$ cat config.mk
export PLATFORM = sky130hd
export DESIGN_NAME = addr_stepper
export DESIGN_NICKNAME = d
export VERILOG_FILES = /design/src/rtl/addr_step_pkg.sv /design/src/rtl/addr_latch_reg.sv /design/src/rtl/step_ctrl.sv /design/src/rtl/ripple_chain.sv /design/src/rtl/addr_stepper.sv
export SDC_FILE = /design/constraint.sdc
export NUM_CORES = 1
export LEC_CHECK = 0
export BUFFER_PORTS_ARGS = -buffer_cell sky130_fd_sc_hd__buf_2
export CORE_AREA = 2 2 60 62
export DETAILED_ROUTE_END_ITERATION = 12
export DIE_AREA = 0 0 62 64
export PLACE_DENSITY = 0.61
export SLEW_MARGIN = 20
export SYNTH_ARGS = -nofsm -noshare
export SYNTH_HDL_FRONTEND = slang
export SYNTH_SLANG_ARGS = --single-unit
$ cat constraint.sdc
create_clock -name clk -period 15.3 [get_ports clk]
set_input_delay 0.765 -clock clk [delete_from_list [all_inputs] [get_ports clk]]
set_output_delay 0.765 -clock clk [all_outputs]
set_load 0.01 [all_outputs]
$ cat src/rtl/addr_step_pkg.sv
package addr_step_pkg;

  typedef enum logic [1:0] {
    STEP_HOLD = 2'd0,
    STEP_UP   = 2'd1,
    STEP_DOWN = 2'd2
  } step_dir_e;

  localparam int unsigned BIG_STEP   = 2;
  localparam int unsigned SMALL_STEP = 1;

endpackage

$ cat src/rtl/addr_latch_reg.sv
module addr_latch_reg #(
  parameter int unsigned WIDTH = 16
) (
  input  logic             clk,
  input  logic             rst,
  input  logic             load_en,
  input  logic [WIDTH-1:0] d_in,
  output logic [WIDTH-1:0] q_out
);

  always_ff @(posedge clk) begin
    if (rst) begin
      q_out <= '0;
    end else if (load_en) begin
      q_out <= d_in;
    end
  end

  AST_RESET_CLEARS: assert property (@(posedge clk) rst |=> (q_out == '0));

  AST_LOAD_CAPTURE: assert property (@(posedge clk) disable iff (rst)
    load_en |=> (q_out == $past(d_in)));

  AST_HOLD_IDLE: assert property (@(posedge clk) disable iff (rst)
    !load_en |=> $stable(q_out));

endmodule

$ cat src/rtl/step_ctrl.sv
module step_ctrl
  import addr_step_pkg::*;
#(
  parameter int unsigned WIDTH = 16
) (
  input  logic             go_up,
  input  logic             go_down,
  input  logic             by_one,
  input  logic             by_two,
  output logic [WIDTH-1:0] operand,
  output logic             carry_in,
  output logic             subtract
);

  step_dir_e        dir;
  logic [WIDTH-1:0] magnitude;

  always_comb begin
    if (go_up && !go_down)      dir = STEP_UP;
    else if (go_down && !go_up) dir = STEP_DOWN;
    else                        dir = STEP_HOLD;
  end

  always_comb begin
    if (by_two)      magnitude = WIDTH'(BIG_STEP);
    else if (by_one) magnitude = WIDTH'(SMALL_STEP);
    else             magnitude = '0;
  end

  always_comb begin
    unique case (dir)
      STEP_UP: begin
        operand  = magnitude;
        carry_in = 1'b0;
        subtract = 1'b0;
      end
      STEP_DOWN: begin
        operand  = ~magnitude;
        carry_in = 1'b1;
        subtract = 1'b1;
      end
      default: begin
        operand  = '0;
        carry_in = 1'b0;
        subtract = 1'b0;
      end
    endcase
  end

endmodule

$ cat src/rtl/ripple_chain.sv
module ripple_chain #(
  parameter int unsigned WIDTH = 16
) (
  input  logic [WIDTH-1:0] a_in,
  input  logic [WIDTH-1:0] b_in,
  input  logic             c_in,
  output logic [WIDTH-1:0] sum_out,
  output logic             c_out
);

  logic [WIDTH:0] carry;

  assign carry[0] = c_in;

  for (genvar i = 0; i < WIDTH; i++) begin : g_bit
    logic p_bit;
    assign p_bit      = a_in[i] ^ b_in[i];
    assign sum_out[i] = p_bit ^ carry[i];
    assign carry[i+1] = (a_in[i] & b_in[i]) | (p_bit & carry[i]);
  end

  assign c_out = carry[WIDTH];

endmodule

$ cat src/rtl/addr_stepper.sv
module addr_stepper #(
  parameter int unsigned ADDR_W = 16
) (
  input  logic              clk,
  input  logic              rst,
  input  logic              load_en,
  input  logic [ADDR_W-1:0] bus_val,
  input  logic              go_up,
  input  logic              go_down,
  input  logic              by_one,
  input  logic              by_two,
  output logic [ADDR_W-1:0] addr_out,
  output logic [ADDR_W-1:0] step_val,
  output logic              carry_out
);

  localparam logic [ADDR_W-1:0] ALL_ONES = {ADDR_W{1'b1}};

  logic [ADDR_W-1:0] held;
  logic [ADDR_W-1:0] operand;
  logic              cin;
  logic              sub_mode;
  logic              chain_cout;

  addr_latch_reg #(.WIDTH(ADDR_W)) u_latch (
    .clk     (clk),
    .rst     (rst),
    .load_en (load_en),
    .d_in    (bus_val),
    .q_out   (held)
  );

  step_ctrl #(.WIDTH(ADDR_W)) u_ctrl (
    .go_up    (go_up),
    .go_down  (go_down),
    .by_one   (by_one),
    .by_two   (by_two),
    .operand  (operand),
    .carry_in (cin),
    .subtract (sub_mode)
  );

  ripple_chain #(.WIDTH(ADDR_W)) u_chain (
    .a_in    (held),
    .b_in    (operand),
    .c_in    (cin),
    .sum_out (step_val),
    .c_out   (chain_cout)
  );

  assign addr_out  = held;
  assign carry_out = sub_mode ? ~chain_cout : chain_cout;

  AST_UP_ONE: assert property (@(posedge clk) disable iff (rst)
    (go_up && !go_down && by_one && !by_two) |->
      (step_val == addr_out + ADDR_W'(1)) && (carry_out == (addr_out == ALL_ONES)));

  AST_DOWN_ONE: assert property (@(posedge clk) disable iff (rst)
    (go_down && !go_up && by_one && !by_two) |->
      (step_val == addr_out - ADDR_W'(1)) && (carry_out == (addr_out == '0)));

  AST_DIR_IDLE: assert property (@(posedge clk) disable iff (rst)
    (go_up == go_down) |-> (step_val == addr_out) && !carry_out);

  AST_SIZE_IDLE: assert property (@(posedge clk) disable iff (rst)
    (!by_one && !by_two) |-> (step_val == addr_out) && !carry_out);

  AST_TWO_WINS: assert property (@(posedge clk) disable iff (rst)
    (go_up && !go_down && by_one && by_two) |->
      (step_val == addr_out + ADDR_W'(2)));

endmodule

* Yosys cells after proc, flatten, opt, wreduce, memory -nomap -nowiden
Index checks and enable logic that the tools add are counted.
** Storage, ports and cells
- Register bits :: 16
- Input port bits :: 23
- Output and inout port bits :: 33
** Operators by class
- Equality and inequality tests :: 2
- Muxes and demuxes :: 7
- Bitwise logic cells :: 82
- Reduce and logical (&&, ||, !) cells :: 4
** Operators with widths (count)
- 1-bit AND :: 32
- 16-bit one-hot mux with 2 select lines :: 1
- 1-bit bitwise XOR :: 32
- 16-bit 2-to-1 mux :: 1
- 16-bit inverter :: 1
- 1-bit OR :: 16
- 2-bit 2-to-1 mux :: 2
- 1-bit 2-to-1 mux :: 3
- 2-bit by 1-bit == test with 1-bit output (second input constant) :: 1
- 2-bit == test (second input constant) :: 1
- 1-bit logical AND :: 2
- 1-bit zero test :: 2
- 1-bit inverter :: 1

* Longest topological paths before layout
- Depth in word-level cells :: 41
- Depth in mapped cells :: 21
- Gate-level depth less buffers :: 21

* By module
From an unflattened synthesis, not the netlist that was laid out.
** Second synthesis, totals
- Cells, all modules :: 100
- Area total of the unflattened synthesis :: 1104.8 um2
** Modules (own cells, without submodules)
- addr_latch_reg :: times used 1, cells each 52, area an instance 580.6 um2, seq. area each 320.3 um2
- ripple_chain :: times used 1, cells each 26, area an instance 357.8 um2, seq. area each 0.0 um2
- step_ctrl :: times used 1, cells each 21, area an instance 157.7 um2, seq. area each 0.0 um2
- addr_stepper :: times used 1, cells each 1, area an instance 8.8 um2, seq. area each 0.0 um2

* Worst setup path after synthesis
Ideal clock, no wire load.
- Path kind :: in2out
- From :: input go_up
- To :: output carry_out
- Arrival time :: 7721 ps
- Required time :: 14535 ps
- Path slack :: 6814 ps
- Stages on the path :: 21
- Path through :: nand2b_1 -> inv_1 -> a21oi_1 -> fa_1 -> inv_1 -> fa_1 -> fa_1 -> fa_1 -> fa_1 -> fa_1 -> fa_1 -> fa_1 -> fa_1 -> fa_1 -> fa_1 -> fa_1 -> fa_1 -> fa_1 -> fa_1 -> fa_1 -> xnor2_1
** Between the ends
- Cells in the longest elaborated chain, start to end :: 41
- Elaborated cells on any way between the ends :: 75
- Those cells by class :: 2 x eq/ne; 5 x mux; 65 x bitwise; 3 x reduce/logical
** Ends and longest elaborated chain
- start: declaration :: line addr_stepper.sv:8 : input logic go_up,
- 1-bit zero test :: line step_ctrl.sv:20 : else if (go_down && !go_up) dir = STEP_DOWN;
- 1-bit logical AND :: line step_ctrl.sv:20
- 2-bit 2-to-1 mux :: line step_ctrl.sv:20
- 2-bit 2-to-1 mux (*) :: line step_ctrl.sv:19 : if (go_up && !go_down) dir = STEP_UP;
- 2-bit == test / 2-bit by 1-bit == test with 1-bit output (equally long branches) :: line step_ctrl.sv:31 : unique case (dir)
- 16-bit one-hot mux with 2 select lines :: line step_ctrl.sv:31
- 1-bit bitwise XOR :: line ripple_chain.sv:17 : assign p_bit = a_in[i] ^ b_in[i];
- 1-bit AND :: line ripple_chain.sv:19 : assign carry[i+1] = (a_in[i] & b_in[i]) | (p_bit & carry[i]);
- (+25 left out)
- 1-bit AND :: line ripple_chain.sv:19
- 1-bit OR :: line ripple_chain.sv:19
- 1-bit AND :: line ripple_chain.sv:19
- 1-bit OR :: line ripple_chain.sv:19
- 1-bit AND :: line ripple_chain.sv:19
- 1-bit OR :: line ripple_chain.sv:19
- 1-bit inverter :: line addr_stepper.sv:52 : assign carry_out = sub_mode ? ~chain_cout : chain_cout;
- 1-bit 2-to-1 mux (*) :: line addr_stepper.sv:52
- end: declaration :: line addr_stepper.sv:14 : output logic carry_out
Mark *: on every way between the ends. The rest lies on a longest branch, timed or not.

* Worst setup path in the final report
Same ends and word-level chain as after synthesis.

==> impl_results.md <==
* Outcome: finished, final reports clean
* Arrival time reported for the critical path endpoint at 8270 ps
* Hold buffer count at CTS at 0
* Final Hold Viols at 0
* Total global-route track usage at 11.39%
* Placement-stage cell area at 0.001255 mm²
* Largest registers ranked by flip-flop count: u_latch.q_out: 16 flops
* Fraction of final layout cells with drive strength greater than 1 at 44.03%
* Start-to-end type of the worst setup path: primary input to primary output
* RSZ-0062 raised after global routing: no
* Total routed wirelength at 2001 µm
* Number of cells in the finished layout apart from fillers at 180
* Normalized max-slew margin at 43.14%
* Cell type with the largest total area after synthesis: sky130_fd_sc_hd__dfxtp_1
* Die Width at 62 µm
* Wire length of the first global-routing pass at 3318 µm
* Insertion delay of the later-clocked pin in the worst-skew pair at 280 ps
* Final routed wire length divided by cell count at 11.12 µm
* Number of nets with antenna violations after detailed routing at 0
* Largest reg by FF count: u_latch.q_out
* Peak supply drop at 0.02702 mV
* Overall die area at 0.003968 mm²
* Port Buffer Count at 55
* Maximum number of buffers from clock root to sink at 2
* Inserted Diodes at 0
* Final sum of negative setup slack at 0 ps
* Area of the multi-input gates at 586.8 µm²
* Library cell contributing the largest single delay on the critical path: sky130_fd_sc_hd__inv_1
* Type of element capturing the critical path: primary output
* First DRT Iteration DRCs at 29
* Synthesized-area fraction occupied by xor and xnor cells at 0.9103%
* Gate power share at 28.3%
* Simple logic cell fraction of the synthesized area at 8.973%
* Number of search-and-repair iterations in the first detailed-routing pass at 4
* Yosys warning total at 0
* Shortest clock period the worst path allows after layout at 9038 ps
* Number of distinct library cells after synthesis at 15
* Type of element launching the critical path: primary input
* Sw frac at 30.23%
* Seq/Total Area, Yosys at 33.29%
* Pwr Total at 0.0001035 W
* Placeable Area at 0.003284 mm²
* Starting Density at 29.30%
* Transition at the pin with the smallest max-transition slack at 851.9 ps
* Net count of the finished layout at 174
* Number of setup violations in the final report at 0
* Area of the mapped netlist at 962.2 µm²
* Fill count at 338
* Power density relative to cell area at 80.19 mW/mm²
* Clock Sink Count at 16
* Period utilisation layout at 59.07%
* Growth of design area from synthesis to finish at 34.20%
* Busiest grt layer: met2
* Share of synthesized flip-flops with an asynchronous set or reset at 0%
* Leading cell types by count after synthesis: sky130_fd_sc_hd__dfxtp_1, sky130_fd_sc_hd__fa_1, sky130_fd_sc_hd__mux2i_1, sky130_fd_sc_hd__nor2_1, sky130_fd_sc_hd__inv_1
* #FFs+latches synth at 16
* Number of placement rows at 21
* Largest net degree at the start of global routing at 17
* Count of mapped cells out of synthesis at 79
* Portion of total power attributed to the clock network at 26.7%
* Max-capacitance violation count at 0
* Chip height at 64 µm
* Sequential group share of total power at 45.0%
* Count of pins on the block boundary at 56
* Final Max Slew Viols at 0
* Area contributors post-synth: sky130_fd_sc_hd__dfxtp_1, sky130_fd_sc_hd__fa_1, sky130_fd_sc_hd__mux2i_1
* Number of flip-flops in the largest register at 16
* Dominant combinational cell family by area after synthesis: adder cells
* Area share of the largest cell type after synthesis at 33.29%
* CTS HTree Levels at 1
* Cell repeated most along the worst path: sky130_fd_sc_hd__fa_1
* Fin area at 0.001291 mm²
* Data required, critical path at 14530 ps
* Multiplexer share of the synthesized area at 16.64%
* Max FO, Critical Path at 15
* Number of vias after detailed routing at 741
* Fraction of the mapped netlist area in compound gates at 1.170%
* Number of synthesized flops with an enable pin at 0
* Number of cells upsized or downsized after cts at 0
* Internal power consumption at 0.00007224 W
* Net count after synthesis at 118
* CP cell instances: buf_2 -> nand2b_1 -> inv_1 -> a21oi_1 -> fa_1 -> inv_1 -> fa_1 -> fa_1 -> fa_1 -> fa_1 -> fa_1 -> fa_1 -> fa_1 -> fa_1 -> fa_1 -> fa_1 -> fa_1 -> fa_1 -> fa_1 -> fa_1 -> fa_1 -> xnor2_1 -> buf_2
* Worst clock skew at 0 ps
* Via density per instance at 4.117
* Footprint of the flip-flops and latches at 320.3 µm²
* Clock tree from TritonCTS: yes
* Net Switching at 0.00003130 W
* Main synth FF type: sky130_fd_sc_hd__dfxtp_1
* Synthesized-area fraction occupied by adder cells at 33.29%
* Leftover overflow at the end of global routing at 0
* GR Layer Usage met1 at 13.28%
* Met2 capacity usage during global routing at 18.49%
* Antenna violations before repair at 0
* Pleak at 0.7174 nW
* Fmax at 110.6 MHz
* Number of buffers created by CTS at 3
* Placed Cells incl. Taps at 176
* Post-route DRC at 0
* Maximum single-stage delay on the critical path at 430 ps
* Post-synthesis area per instance at 12.18 µm²
* Setup repair bufs after CTS at 0
* Clock edge transition at the registers on the reported setup and hold paths at 90 ps
* Vias in the first global route at 769
* Gp weighted congestion at 0.6815
* Root buffer cell: sky130_fd_sc_hd__clkbuf_4
* Final HPWL DP at 1637 µm
* Final worst hold slack at 553.6 ps
* Met3 track demand over resource in global routing at 2.429%
* Class of the tightest hold or removal check: register to register
-- cells by family after synthesis --
kind of cell	after synthesis
AOI/OAI and AO/OA	2
xor gates and xnor gates	1
adders and majority gates	16
buffers and inverters	8
DFF	16
muxes	16
and+or+nand+nor	20
-- cell usage in the layout (no fill, tap or decap), drive strengths merged --
cell | Yosys | final
o22ai | 1 | 1
nor4bb | 1 | 1
xnor2 | 1 | 1
mux2i | 16 | 16
fa | 16 | 16
nand2 | 1 | 1
inv | 4 | 4
a21oi | 1 | 1
buf | 4 | 55
nand2b | 2 | 2
clkbuf | 0 | 4
dfxtp | 16 | 16
nor2 | 16 | 16
-- stage by stage --
step,setup WS [ps],utilization [%]
after floorplan,6814,-
final,6262,39.31
after CTS,6162,39.31
after detailed placement,6183,38.21
after global placement,6310,38.21
after global routing,5825,39.31
-- cell type report --
cell class / instances / share of cell area, %
Inverter: 4 / 1.163
Clock buffer: 4 / 2.810
Sequential cell: 16 / 24.81
Tap cell: 46 / 4.457
Multi-Input combinational cell: 55 / 45.45
Timing Repair Buffer: 55 / 21.32
-- routing by layer --
layer,up-vias,part of all wire (%)
met2,25,55
met3,0,5.3
li1,362,-
met4,0,0
met5,-,0
met1,354,39
-- worst paths after layout --
check | from | end | slack (ps) | cells after the start
worst min-delay path | u_latch.q_out[0] | u_latch.q_out[0] | 550 | 2
worst min register to register | u_latch.q_out[0] | u_latch.q_out[0] | 550 | 2
worst max register to register | u_latch.q_out[14] | u_latch.q_out[14] | 14650 | 2
worst max-delay path | go_up | carry_out | 6260 | 23
-- worst max-delay path: cells and delay by family --
family | cells | cell delay, ps
AND/OR/NAND/NOR | 1 | 220
AO/OA/AOI/OAI | 1 | 300
buffers and inverters | 4 | 710
XOR/XNOR | 1 | 150
adder cells (fa/ha/maj) | 16 | 6120
-- power groups by stage --
stage,Combinational (W),Clock [W],Sequential [W]
finish,0.0000293,0.0000276,0.0000466
global route,0.0000337,0.0000305,0.0000472
CTS,0.0000303,0.0000296,0.0000467
detailed placement,0.0000300,0,0.0000477
global placement,0.0000296,0,0.0000475
floorplan,0.0000184,0,0.0000487
(Power assumes the default switching activity.)
